$ cat src/rtl/line_sine_ref_pkg.sv
package line_sine_ref_pkg;

    typedef longint unsigned u64_t;

    typedef enum logic [1:0] {
        TRK_ACQUIRE,
        TRK_LOCKED,
        TRK_FREERUN
    } trk_state_t;

    typedef enum logic [1:0] {
        DIV_IDLE,
        DIV_SHIFT,
        DIV_FINISH
    } div_state_t;

    // Half-wave sine magnitude for entry idx of an n-entry table, vbits wide,
    // using a rational approximation that needs only integer arithmetic.
    function automatic u64_t sine_entry(input int unsigned idx,
                                        input int unsigned n,
                                        input int unsigned vbits);
        u64_t x;
        u64_t full;
        x    = u64_t'(idx) * u64_t'(n - idx);
        full = (u64_t'(1) << vbits) - u64_t'(1);
        return (full * 64'd16 * x) / (64'd5 * u64_t'(n) * u64_t'(n) - 64'd4 * x);
    endfunction

endpackage

$ cat src/rtl/lsr_sine_rom.sv
module lsr_sine_rom
    import line_sine_ref_pkg::*;
#(
    parameter int IDX_W = 8,
    parameter int VAL_W = 15
) (
    input  logic [IDX_W-1:0] idx,
    output logic [VAL_W-1:0] val
);
    localparam int DEPTH = 1 << IDX_W;

    logic [VAL_W-1:0] rom [DEPTH];

    for (genvar g = 0; g < DEPTH; g++) begin : g_entry
        localparam u64_t ENT = sine_entry(g, DEPTH, VAL_W);
        assign rom[g] = ENT[VAL_W-1:0];
    end

    assign val = rom[idx];

endmodule

$ cat src/rtl/lsr_recip_div.sv
module lsr_recip_div
    import line_sine_ref_pkg::*;
#(
    parameter int PH_W  = 16,
    parameter int CNT_W = 12,
    parameter logic [PH_W-1:0] INC_RST = '0
) (
    input  logic             clk,
    input  logic             rst_n,
    input  logic             start,
    input  logic [CNT_W-1:0] divisor,
    output logic [PH_W-1:0]  incr
);
    localparam int NBITS = PH_W + 1;
    localparam int SC_W  = $clog2(NBITS + 1);

    div_state_t       state, state_nx;
    logic [CNT_W-1:0] dvs;
    logic [CNT_W:0]   rem;
    logic [CNT_W:0]   rem_sh;
    logic [NBITS-1:0] quo;
    logic [SC_W-1:0]  step;
    logic             qbit;
    logic             last;

    // Dividend is 2^PH_W: a single one in the first bit, zeros after it.
    assign rem_sh = {rem[CNT_W-1:0], (step == '0)};
    assign qbit   = (rem_sh >= {1'b0, dvs});
    assign last   = (step == SC_W'(NBITS - 1));

    always_comb begin
        state_nx = state;
        unique case (state)
            DIV_IDLE:   if (start) state_nx = DIV_SHIFT;
            DIV_SHIFT:  if (start) state_nx = DIV_SHIFT;
                        else if (last) state_nx = DIV_FINISH;
            DIV_FINISH: state_nx = start ? DIV_SHIFT : DIV_IDLE;
            default:    state_nx = DIV_IDLE;
        endcase
    end

    always_ff @(posedge clk or negedge rst_n) begin
        if (!rst_n) state <= DIV_IDLE;
        else        state <= state_nx;
    end

    always_ff @(posedge clk or negedge rst_n) begin
        if (!rst_n) begin
            dvs  <= '0;
            rem  <= '0;
            quo  <= '0;
            step <= '0;
            incr <= INC_RST;
        end else if (start) begin
            dvs  <= divisor;
            rem  <= '0;
            quo  <= '0;
            step <= '0;
        end else begin
            unique case (state)
                DIV_SHIFT: begin
                    rem  <= qbit ? (rem_sh - {1'b0, dvs}) : rem_sh;
                    quo  <= {quo[NBITS-2:0], qbit};
                    step <= step + 1'b1;
                end
                DIV_FINISH: incr <= quo[NBITS-1] ? '1 : quo[PH_W-1:0];
                default: ;
            endcase
        end
    end

    // the step register only moves on the cycle after the division ends
    a_r5_step_moves_after_finish: assert property (@(posedge clk) disable iff (!rst_n)
        !$stable(incr) |-> $past(state == DIV_FINISH));

    // the partial remainder stays below the divisor while shifting
    a_r5_rem_below_divisor: assert property (@(posedge clk) disable iff (!rst_n)
        (state == DIV_SHIFT && dvs != '0) |-> (rem < {1'b0, dvs}));

endmodule

$ cat src/rtl/lsr_period_track.sv
module lsr_period_track
    import line_sine_ref_pkg::*;
#(
    parameter int CNT_W   = 12,
    parameter int NOM_PER = 100
) (
    input  logic             clk,
    input  logic             rst_n,
    input  logic             zc,
    input  logic             stb,
    output logic             boundary,
    output logic [CNT_W-1:0] per,
    output logic             per_new,
    output logic             sync_lost
);
    trk_state_t     state, state_nx;
    logic [CNT_W:0] cnt;
    logic [CNT_W:0] limit;
    logic           timeout;

    always_comb begin
        unique case (state)
            TRK_FREERUN: limit = {1'b0, per};
            default:     limit = {1'b0, per} + {2'b00, per[CNT_W-1:1]};
        endcase
    end

    assign timeout  = stb && !zc && (cnt >= limit);
    assign boundary = zc || timeout;

    always_comb begin
        state_nx = state;
        unique case (state)
            TRK_ACQUIRE: if (zc) state_nx = TRK_LOCKED;
                         else if (timeout) state_nx = TRK_FREERUN;
            TRK_LOCKED:  if (timeout) state_nx = TRK_FREERUN;
            TRK_FREERUN: if (zc) state_nx = TRK_LOCKED;
            default:     state_nx = TRK_ACQUIRE;
        endcase
    end

    always_ff @(posedge clk or negedge rst_n) begin
        if (!rst_n) state <= TRK_ACQUIRE;
        else        state <= state_nx;
    end

    always_ff @(posedge clk or negedge rst_n) begin
        if (!rst_n) begin
            cnt     <= '0;
            per     <= CNT_W'(NOM_PER);
            per_new <= 1'b0;
        end else begin
            per_new <= 1'b0;
            if (boundary)  cnt <= stb ? (CNT_W+1)'(1) : '0;
            else if (stb)  cnt <= cnt + 1'b1;
            if (zc && state == TRK_LOCKED) begin
                per     <= (cnt == '0) ? CNT_W'(1) : (cnt[CNT_W] ? '1 : cnt[CNT_W-1:0]);
                per_new <= 1'b1;
            end
        end
    end

    assign sync_lost = (state == TRK_FREERUN);

    // a line pulse always leaves the free-running state
    a_r13_pulse_clears_lost: assert property (@(posedge clk) disable iff (!rst_n)
        zc |=> !sync_lost);

    // loss of sync is only declared on a sample strobe
    a_r11_lost_on_strobe: assert property (@(posedge clk) disable iff (!rst_n)
        $rose(sync_lost) |-> $past(stb));

    // no re-measurement while running without line pulses
    a_r12_no_measure_free: assert property (@(posedge clk) disable iff (!rst_n)
        sync_lost |=> !per_new);

endmodule

$ cat src/rtl/line_sine_ref.sv
module line_sine_ref
    import line_sine_ref_pkg::*;
#(
    parameter int CMD_W     = 16,
    parameter int OUT_W     = 16,
    parameter int PH_W      = 16,
    parameter int TBL_AW    = 8,
    parameter int CNT_W     = 12,
    parameter int NOM_PER   = 100,
    parameter int GAIN_W    = 8,
    parameter int GAIN      = 48,
    parameter int GAIN_FRAC = 4
) (
    input  logic                    clk,
    input  logic                    rst_n,
    input  logic                    zc_pulse,
    input  logic                    smp_stb,
    input  logic signed [CMD_W-1:0] amp_cmd,
    output logic [OUT_W-1:0]        ref_out,
    output logic                    ref_vld,
    output logic                    sync_lost
);
    localparam int   TBL_W  = OUT_W - 1;
    localparam int   AMP_W  = CMD_W - 1;
    localparam int   PROD_W = TBL_W + AMP_W + GAIN_W;
    localparam int   SHIFT  = CMD_W - 2 + GAIN_FRAC;
    localparam logic [AMP_W-1:0]  AMP_ONE = AMP_W'(1) << (CMD_W - 2);
    localparam logic [OUT_W-1:0]  OUT_ONE = OUT_W'(1) << (OUT_W - 1);
    localparam logic [GAIN_W-1:0] GAIN_V  = GAIN_W'(GAIN);
    localparam u64_t INC0 = (u64_t'(1) << PH_W) / u64_t'(NOM_PER);
    localparam logic [PH_W-1:0] INC_RST = ((INC0 >> PH_W) != 0) ? '1 : INC0[PH_W-1:0];

    logic             boundary;
    logic [CNT_W-1:0] per;
    logic             per_new;
    logic [PH_W-1:0]  incr;
    logic [PH_W-1:0]  phase;
    logic [PH_W-1:0]  phase_use;
    logic [PH_W:0]    phase_sum;
    logic [PH_W-1:0]  phase_adv;
    logic [TBL_W-1:0] tbl_val;
    logic [AMP_W-1:0] amp_clamped;
    logic [AMP_W-1:0] amp_hold;
    logic [AMP_W-1:0] amp_use;
    logic             s1_vld;
    logic [TBL_W-1:0] s1_tbl;
    logic [AMP_W-1:0] s1_amp;
    logic [PROD_W-1:0] prod;
    logic [PROD_W-1:0] scaled;
    logic [OUT_W-1:0] sat_val;

    lsr_period_track #(.CNT_W(CNT_W), .NOM_PER(NOM_PER)) u_track (
        .clk       (clk),
        .rst_n     (rst_n),
        .zc        (zc_pulse),
        .stb       (smp_stb),
        .boundary  (boundary),
        .per       (per),
        .per_new   (per_new),
        .sync_lost (sync_lost)
    );

    lsr_recip_div #(.PH_W(PH_W), .CNT_W(CNT_W), .INC_RST(INC_RST)) u_div (
        .clk     (clk),
        .rst_n   (rst_n),
        .start   (per_new),
        .divisor (per),
        .incr    (incr)
    );

    lsr_sine_rom #(.IDX_W(TBL_AW), .VAL_W(TBL_W)) u_rom (
        .idx (phase_use[PH_W-1 -: TBL_AW]),
        .val (tbl_val)
    );

    // Command clamp to the range 0..1.0
    always_comb begin
        if (amp_cmd[CMD_W-1])                  amp_clamped = '0;
        else if (amp_cmd[CMD_W-2:0] > AMP_ONE) amp_clamped = AMP_ONE;
        else                                   amp_clamped = amp_cmd[CMD_W-2:0];
    end

    assign amp_use   = boundary ? amp_clamped : amp_hold;
    assign phase_use = boundary ? '0 : phase;
    assign phase_sum = {1'b0, phase_use} + {1'b0, incr};
    assign phase_adv = phase_sum[PH_W] ? '1 : phase_sum[PH_W-1:0];

    always_ff @(posedge clk or negedge rst_n) begin
        if (!rst_n) begin
            phase    <= '0;
            amp_hold <= '0;
        end else begin
            if (smp_stb)       phase <= phase_adv;
            else if (boundary) phase <= '0;
            if (boundary)      amp_hold <= amp_clamped;
        end
    end

    // Stage one: table lookup and amplitude capture
    always_ff @(posedge clk or negedge rst_n) begin
        if (!rst_n) begin
            s1_vld <= 1'b0;
            s1_tbl <= '0;
            s1_amp <= '0;
        end else begin
            s1_vld <= smp_stb;
            if (smp_stb) begin
                s1_tbl <= tbl_val;
                s1_amp <= amp_use;
            end
        end
    end

    // Stage two: scale, saturate, register
    assign prod    = PROD_W'(s1_tbl) * PROD_W'(s1_amp) * PROD_W'(GAIN_V);
    assign scaled  = prod >> SHIFT;
    assign sat_val = (scaled > PROD_W'(OUT_ONE)) ? OUT_ONE : scaled[OUT_W-1:0];

    always_ff @(posedge clk or negedge rst_n) begin
        if (!rst_n) begin
            ref_out <= '0;
            ref_vld <= 1'b0;
        end else begin
            ref_vld <= s1_vld;
            if (s1_vld) ref_out <= sat_val;
        end
    end

    // every valid pulse traces back to a strobe two cycles earlier
    a_r2_valid_has_strobe: assert property (@(posedge clk) disable iff (!rst_n)
        ref_vld |-> $past(smp_stb, 2));

    // every strobe yields a valid pulse two cycles later
    a_r2_strobe_gives_valid: assert property (@(posedge clk) disable iff (!rst_n)
        smp_stb |=> ##1 ref_vld);

    // the reference never exceeds 1.0
    a_r9_ceiling: assert property (@(posedge clk) disable iff (!rst_n)
        ref_out <= OUT_ONE);

    // the held amplitude stays inside 0..1.0
    a_r8_amp_bounds: assert property (@(posedge clk) disable iff (!rst_n)
        amp_hold <= AMP_ONE);

    // the amplitude is frozen between half-cycle boundaries
    a_r7_amp_frozen: assert property (@(posedge clk) disable iff (!rst_n)
        !boundary |=> $stable(amp_hold));

    // a pulse without a strobe returns the phase to zero
    a_r4_phase_restart: assert property (@(posedge clk) disable iff (!rst_n)
        (zc_pulse && !smp_stb) |=> (phase == '0));

endmodule

$ cat config.mk
export PLATFORM = sky130hd
export DESIGN_NAME = line_sine_ref
export DESIGN_NICKNAME = d
export VERILOG_FILES = /design/src/rtl/line_sine_ref_pkg.sv /design/src/rtl/lsr_sine_rom.sv /design/src/rtl/lsr_recip_div.sv /design/src/rtl/lsr_period_track.sv /design/src/rtl/line_sine_ref.sv
export SDC_FILE = /design/constraint.sdc
export NUM_CORES = 1
export LEC_CHECK = 0
export BUFFER_PORTS_ARGS = -buffer_cell sky130_fd_sc_hd__buf_2
export CORE_UTILIZATION = 35
export DETAILED_ROUTE_END_ITERATION = 10
export MAX_ROUTING_LAYER = met4
export PLACE_DENSITY_LB_ADDON = 0.05
export SETUP_SLACK_MARGIN = 0.2
export SLEW_MARGIN = 20
export SYNTH_ARGS = -nofsm -noshare
export SYNTH_HDL_FRONTEND = slang
export SYNTH_SLANG_ARGS = --single-unit
$ cat constraint.sdc
create_clock -name clk -period 9.4 [get_ports clk]
set_clock_uncertainty 0.15 [all_clocks]
set_input_delay 0.47 -clock clk [delete_from_list [all_inputs] [get_ports clk]]
set_output_delay 0.47 -clock clk [all_outputs]
set_load 0.02 [all_outputs]
==> flow_summary.json, run 1 <==
{
  "p_clk_share_pct": 9.5,
  "place_congestion": 1.00,
  "totalPowerFinal_mw": 7.96,
  "drcViolationCount": 0,
  "gr-total-overflow": 0,
  "io_buffers": 37,
  "netSwitchingFraction_pct": 51.2,
  "cpMaxStageDelayCell": "or4b_4",
  "cts_buffer_depth": 2,
  "cts_buffers": 17,
  "via_per_inst": 5.81,
  "worstSetupStartpointType": "flip-flop",
  "area_delta_synth_final_pct": 10.6,
  "htreeDepth": 4,
  "cts_root_buf": "clkbuf_16",
  "crit_required_ps": 9640,
  "finalSetupViolCount": 0,
  "slowest_delay_ps": 560,
  "coreArea_um2": 64300,
  "start_util_pct": 35.4,
  "clkTransAtPathRegs_ps": 80,
  "synth-main-ff-cell": "dfrtp_1",
  "synth_edf_count": 0,
  "worstSkewPairLatency_ps": 480,
  "netlist-cell-type-count": 98,
  "cts_sinks": 171,
  "ys_warn_count": 0,
  "power_density_nw_per_um2": 316,
  "arrival_ps": 9040,
  "fmax_ghz": 0.114,
  "worstMarginPinSlew_ps": 1200,
  "power_frac_comb_pct": 78.0,
  "cts_tree": "done",
  "min_period_over_period_pct": 93.6,
  "period_needed_ps": 8800,
  "final_layout_size_suffix_gt1_share_pct": 10.1,
  "slew_violations": 0,
  "syn_area_per_cell_um2": 7.91,
  "slew_headroom_pct": 19.7,
  "antenna_found_initial": 1,
  "grt_start_max_net_pins": 66,
  "hold_violations": 0,
  "multi_input_area_um2": 16900,
  "ys_seq_elements": 171,
  "hpwl_um": 64300,
  "die_y_um": 257,
  "finalWirelength_um": 87800,
  "grt_pass1_wl_um": 135000,
  "crit_type": "flip-flop to flip-flop",
  "grt_pass1_vias": 21584,
  "ir_drop_uv": 448,
  "async_reset_ff_share_pct": 100,
  "firstDrtPassIters": 6,
  "ios": 38,
  "n_fill_cell": 6717,
  "netlist_area_um2": 22800,
  "setup_tns_ps": 0,
  "synth_nets": 3269,
  "drtAntennaViolNets": 0,
  "wl_per_cell_um": 23.5,
  "p_switching_mw": 4.07,
  "rsz0062_at_grt": "false",
  "crit_path_max_fanout": 8,
  "grtUsageTotal_pct": 27.3,
  "cp-end-kind": "flip-flop",
  "num_vias": 21744,
  "register_area_um2": 4300,
  "drt_iter0_drc": 2146,
  "die-area_um2": 66000,
  "power_leakage_nw": 11.7,
  "status": "complete, no violations",
  "fp.dieW_um": 257,
  "internal_power_mw": 3.88,
  "ys_seq_area_share_pct": 18.9,
  "seqPwrFrac_pct": 12.5,
  "drv_cap": 0,
  "syn_inst": 2878,
  "fin_nets": 3264,
  "utilization_pct": 39.1,
  "num_rows": 93,
  "hp-class": "input port to flip-flop"
}
-- sequential cells by signal, summed over array words and instances (netlist names) --
name             cells
ref_out             16
u_div.rem           12
s1_amp              15
amp_hold            15
u_div.step           5
u_track.per_new      1
u_div.quo           17
s1_tbl              15
s1_vld               1
u_div.dvs           12
u_div.incr          16
u_track.cnt         13
u_track.per         12
phase               16
u_track.state        2
ref_vld              1
u_div.state          2
-- power by group through the flow --
| stage | Sequential (mW) | Clock (mW) | Combinational [mW] |
|---|---|---|---|
| after floorplan | 0.998 | 0 | 4.33 |
| after global placement | 1.01 | 0 | 5.69 |
| after detailed placement | 1.01 | 0 | 5.72 |
| after CTS | 0.999 | 0.787 | 5.76 |
| after global routing | 1.02 | 0.817 | 6.82 |
| final | 0.998 | 0.755 | 6.20 |
-- stage by stage --
stage / hold WS, ps / area (um^2) / std cells / worst slack (ps)
global route: 120 / 25200 / 3742 / 193
floorplan: 24.4 / 22800 / 2878 / 432
global placement: 294 / 24100 / 3687 / 256
CTS: 82.2 / 24700 / 3721 / 257
finish: 121 / 25200 / 3743 / 599
detailed placement: 298 / 24100 / 3687 / 92.3
-- final cells by class --
type                    instances  area share (%)
multi-input cells            2234            67.0
clock inverters                15           0.781
flip-flops and latches        171            17.1
repair buffers                159            4.81
well taps                     855            4.25
clock buffers                  17            1.69
inverters                     290            4.33
diodes                          2          0.0199
-- logic make-up (layout without fill, tap and decap cells) --
| kind of cell | Yosys count | count (layout) | synth area share, % |
|---|---|---|---|
| compound gates | 764 | 764 | 22.1 |
| xor+xnor | 83 | 83 | 3.23 |
| fa+ha+maj | 372 | 372 | 26.1 |
| buf+inv | 473 | 481 | 8.00 |
| flops | 171 | 171 | 18.9 |
| mux | 25 | 25 | 1.13 |
| other cells | 0 | 2 | 0 |
| simple gates | 990 | 990 | 20.6 |
-- synthesized netlist by cell type (20+ instances only) --
cell / number / area [um^2]
inv_1: 281 / 1050
o22ai_1: 23 / 144
nor4_1: 24 / 150
buf_1: 23 / 86.3
a211oi_1: 25 / 188
nand4_1: 20 / 125
xor2_1: 31 / 272
o21ai_0: 178 / 891
and2_1: 144 / 901
nor2_1: 228 / 856
a31oi_1: 39 / 244
a21oi_1: 200 / 1000
clkbuf_1: 152 / 571
ha_1: 201 / 2510
o211ai_1: 34 / 255
nand2b_1: 25 / 156
a21o_1: 37 / 278
nor2b_1: 21 / 131
nor3_1: 44 / 220
o31ai_1: 24 / 180
dfrtp_1: 162 / 4050
nand3_1: 60 / 300
fa_1: 170 / 3400
nand2_1: 356 / 1340
xnor2_1: 51 / 447
-- routing by layer --
metal	GRT usage, %	vias up	part of all wire, %
met4	11.4	0	4.2
li1	-	9919	-
met5	-	-	0
met1	35.3	10715	44
met3	4.07	220	6.5
met2	42.5	890	46
-- cells in the final DEF (no fill, tap or decap), types with 25 or more instances in the layout --
cell type and instances:
nand2_1 355, inv_1 281, nor2_1 224, a21oi_1 195, ha_1 193, o21ai_0 173, fa_1 170, dfrtp_1 153
and2_1 142, buf_4 112, nand3_1 60, xnor2_1 48, nor3_1 44, a31oi_1 39, a21o_1 37, buf_2 36
o211ai_1 34, xor2_1 31, nand2b_1 25
-- final timing paths --
kind	start	endpoint	slack [ps]	cells past startpoint
min in group asynchronous	rst_n	u_div.dvs[8]	390	2
worst min register to register	phase[0]	phase[0]	310	2
max in group asynchronous	rst_n	s1_tbl[4]	7470	3
worst min-delay path	amp_cmd[7]	amp_hold[7]	120	3
worst max register to register	s1_amp[5]	ref_out[8]	600	35
worst max-delay path	s1_amp[5]	ref_out[8]	600	35
-- what timing repair did --
item	4_1_cts	5_1_grt
pin swaps	1	25
hold buffers	1	0
hold endpoints to repair	58	0
gates cloned	0	1
gates resized for setup	4	63
buffers inserted	1	19
setup endpoints to repair	9	16
-- critical path: cells and delay by family (launching register included) --
family	cells	cell delay, ps
simple gates	7	1970
flops	1	400
compound gates	9	1370
buf+inv	8	640
xor+xnor	3	510
fa+ha+maj	8	3660
Note: power is estimated with default switching activity, not from simulation.
==> run 2, diff against run 1 <==
--- a/config.mk
+++ b/config.mk
@@ -5,6 +5,7 @@
 export SDC_FILE = /design/constraint.sdc
 export NUM_CORES = 1
 export LEC_CHECK = 0
+export ABC_AREA = 1
 export BUFFER_PORTS_ARGS = -buffer_cell sky130_fd_sc_hd__buf_2
 export CORE_UTILIZATION = 35
 export DETAILED_ROUTE_END_ITERATION = 10
==> run 2 against run 1 <==
  * Critical path depth rose by 2
  * Non-clock buffer count fell by 84
  * Worst hold slack improved by 8.8 ps
  * Die area fell by 0.43%
  * Sequential share of layout area rose by 0.61 points
  * Largest power group unchanged
==> flow_summary.json, run 2 <==
{
  "netlist-cell-type-count": 54,
  "ys_seq_elements": 171,
  "cts_buffers": 17,
  "ir_drop_uv": 531,
  "finalWirelength_um": 80800,
  "slew_headroom_pct": 25.6,
  "cts_root_buf": "clkbuf_16",
  "start_util_pct": 35.7,
  "power_leakage_nw": 13.5,
  "finalSetupViolCount": 0,
  "fp.dieW_um": 256,
  "synth_top_cell_by_area": "dfrtp_1",
  "slew_violations": 0,
  "ys_warn_count": 0,
  "synth_top_cell_area_share_pct": 17.9,
  "min_period_over_period_pct": 87.5,
  "die-area_um2": 65800,
  "worstSetupStartpointType": "flip-flop",
  "grt_pass1_vias": 21909,
  "num_vias": 21407,
  "setup_tns_ps": 0,
  "fmax_ghz": 0.122,
  "io_buffers": 37,
  "power_density_nw_per_um2": 342,
  "cp-end-kind": "flip-flop",
  "num_rows": 92,
  "rrSetupSlack_ps": 1170,
  "internal_power_mw": 3.61,
  "cts.repair.resized": 0,
  "crit_top_cell": "inv_1",
  "grt_start_max_net_pins": 96,
  "grt_pass1_wl_um": 129000,
  "antenna_found_initial": 1,
  "dp_cells": 4131,
  "cts_sinks": 171,
  "hold_violations": 0,
  "hp-class": "input port to flip-flop",
  "die_y_um": 256,
  "synthTopCellsByCount": "nand2_1 (970), inv_1 (588), nand3_1 (219)",
  "reg2regPathDepth": 37,
  "dp_slack_ps": 1160,
  "async_reset_ff_share_pct": 100,
  "p_switching_mw": 4.67,
  "cts_setup_buffers": 0,
  "place_congestion": 0.962,
  "drcViolationCount": 0,
  "stdcell_count": 4165,
  "clkTransAtPathRegs_ps": 90,
  "drv_cap": 0,
  "reg2reg_to": "ref_out[13]",
  "crit_required_ps": 9660,
  "slowest_delay_ps": 700,
  "whs_endpoint": "amp_hold[4]",
  "largest_reg_flops": 17,
  "crit_type": "flip-flop to flip-flop",
  "final_area_um2": 24200,
  "rsz0062_at_grt": "false",
  "synthTopCellsByArea": "dfrtp_1 (18%), nand2_1 (16%), fa_1 (15%)",
  "synth-main-ff-cell": "dfrtp_1",
  "drtAntennaViolNets": 0,
  "worstSkewPairLatency_ps": 480,
  "gr-total-overflow": 0,
  "cpMaxStageDelayCell": "dfrtp_1",
  "synth_nets": 3757,
  "top_register": "u_div.quo",
  "syn_inst": 3366,
  "netlist_area_um2": 22700,
  "netSwitchingFraction_pct": 56.4,
  "hpwl_um": 62000,
  "n_fill_cell": 6985,
  "synth_edf_count": 0,
  "syn_area_per_cell_um2": 6.73,
  "area_delta_synth_final_pct": 6.90,
  "final_common_cell": "nand2_1",
  "final_layout_size_suffix_gt1_share_pct": 5.06,
  "grtUsageTotal_pct": 26.0,
  "arrival_ps": 8490,
  "firstDrtPassIters": 7,
  "synth.most_common_cell": "nand2_1",
  "seqPwrFrac_pct": 12.8,
  "r2r-start": "s1_tbl[8]",
  "period_needed_ps": 8230,
  "utilization_pct": 38.1,
  "worstMarginPinSlew_ps": 1110,
  "ios": 38,
  "final_cell_mix": "nand2_1 (970), inv_1 (587), nand3_1 (218)",
  "crit_path_max_fanout": 16,
  "drt_iter0_drc": 1614,
  "cts_buffer_depth": 2,
  "fin_nets": 3696,
  "hp-start": "amp_cmd[4]",
  "hold_depth": 3,
  "coreArea_um2": 63500,
  "setup_slack_ps": 1170,
  "htreeDepth": 4,
  "wl_per_cell_um": 19.4,
  "placed_cell_area_um2": 23600,
  "via_per_inst": 5.14,
  "holdBufCountCts": 1,
  "p_clk_share_pct": 9.2,
  "power_frac_comb_pct": 78.0,
  "ys_seq_area_share_pct": 18.9,
  "cts_tree": "done",
  "status": "complete, no violations"
}
[run 2: cell count changes after synthesis, sizes merged, moves of 22 or more]
cell	before	now
a21o	38	4
a21oi	200	165
xnor2	52	27
nor3	46	23
and2	148	1
a211oi	25	2
nand2b	25	0
o31ai	24	0
buf	27	49
nand3	60	224
clkbuf	154	104
nand2	356	988
inv	283	591
[run 2: through the flow]
| step | hold WS, ps | power [mW] |
|---|---|---|
| floorplan | 24.4 | 6.08 |
| global placement | 261 | 7.63 |
| detailed placement | 256 | 7.63 |
| CTS | 85.0 | 8.46 |
| global route | 122 | 9.44 |
| finish | 130 | 8.28 |
[run 2: final cells by class]
class                      count  area, um^2  area share, %
inverter                     597        2240           9.25
clock buffer                  17         425           1.76
sequential                   171        4290           17.7
timing repair buffer          75         510           2.11
antenna                        1        2.50         0.0103
clock inverter                15         210          0.868
multi-input combinational   2443       15500           63.9
tap                          846        1060           4.37
[run 2: metal layers]
metal,global-route usage (%),up-vias,routed length [um]
li1,-,10438,-
met1,31.7,10273,35000
met2,43.7,533,39200
met3,3.22,163,3600
met4,9.84,0,2990
met5,-,-,0
[run 2: worst max-delay path, delay by kind of cell (launching register included)]
kind | cells | cell delay (ps)
adders and majority gates | 8 | 3900
and+or+nand+nor | 18 | 2600
DFF | 1 | 700
buffers and inverters | 8 | 440
AOI/OAI and AO/OA | 2 | 210
xor gates and xnor gates | 1 | 180
[run 2: worst max-delay path by stage]
stage	from	to	slack [ps]	cells after the start
3_3_place_gp	s1_tbl[8]	ref_out[13]	1250	38
2_1_floorplan	s1_tbl[0]	ref_out[10]	2050	38
6_report	s1_tbl[8]	ref_out[13]	1170	37
5_1_grt	s1_tbl[5]	ref_out[13]	460	39
3_5_place_dp	s1_tbl[8]	ref_out[13]	1160	37
4_1_cts	s1_tbl[8]	ref_out[13]	1110	37
[run 2: power by group through the flow]
| stage | combinational (mW) | clock (mW) | sequential, mW |
|---|---|---|---|
| floorplan | 5.07 | 0 | 1.01 |
| global placement | 6.56 | 0 | 1.07 |
| global route | 7.53 | 0.821 | 1.09 |
| finish | 6.46 | 0.758 | 1.06 |
| CTS | 6.60 | 0.797 | 1.06 |
| detailed placement | 6.55 | 0 | 1.08 |
[run 2: kinds of logic (layout without fill, tap and decap cells)]
family                     count (synthesis)  in the layout  synth area share [%]
xor gates and xnor gates                  61             61                  2.39
buffers and inverters                    752            704                  12.8
adders and majority gates                371            371                  26.1
DFF                                      171            171                  18.9
AOI/OAI and AO/OA                        482            482                  11.7
and+or+nand+nor                         1529           1529                  28.0
other                                      0              1                     0
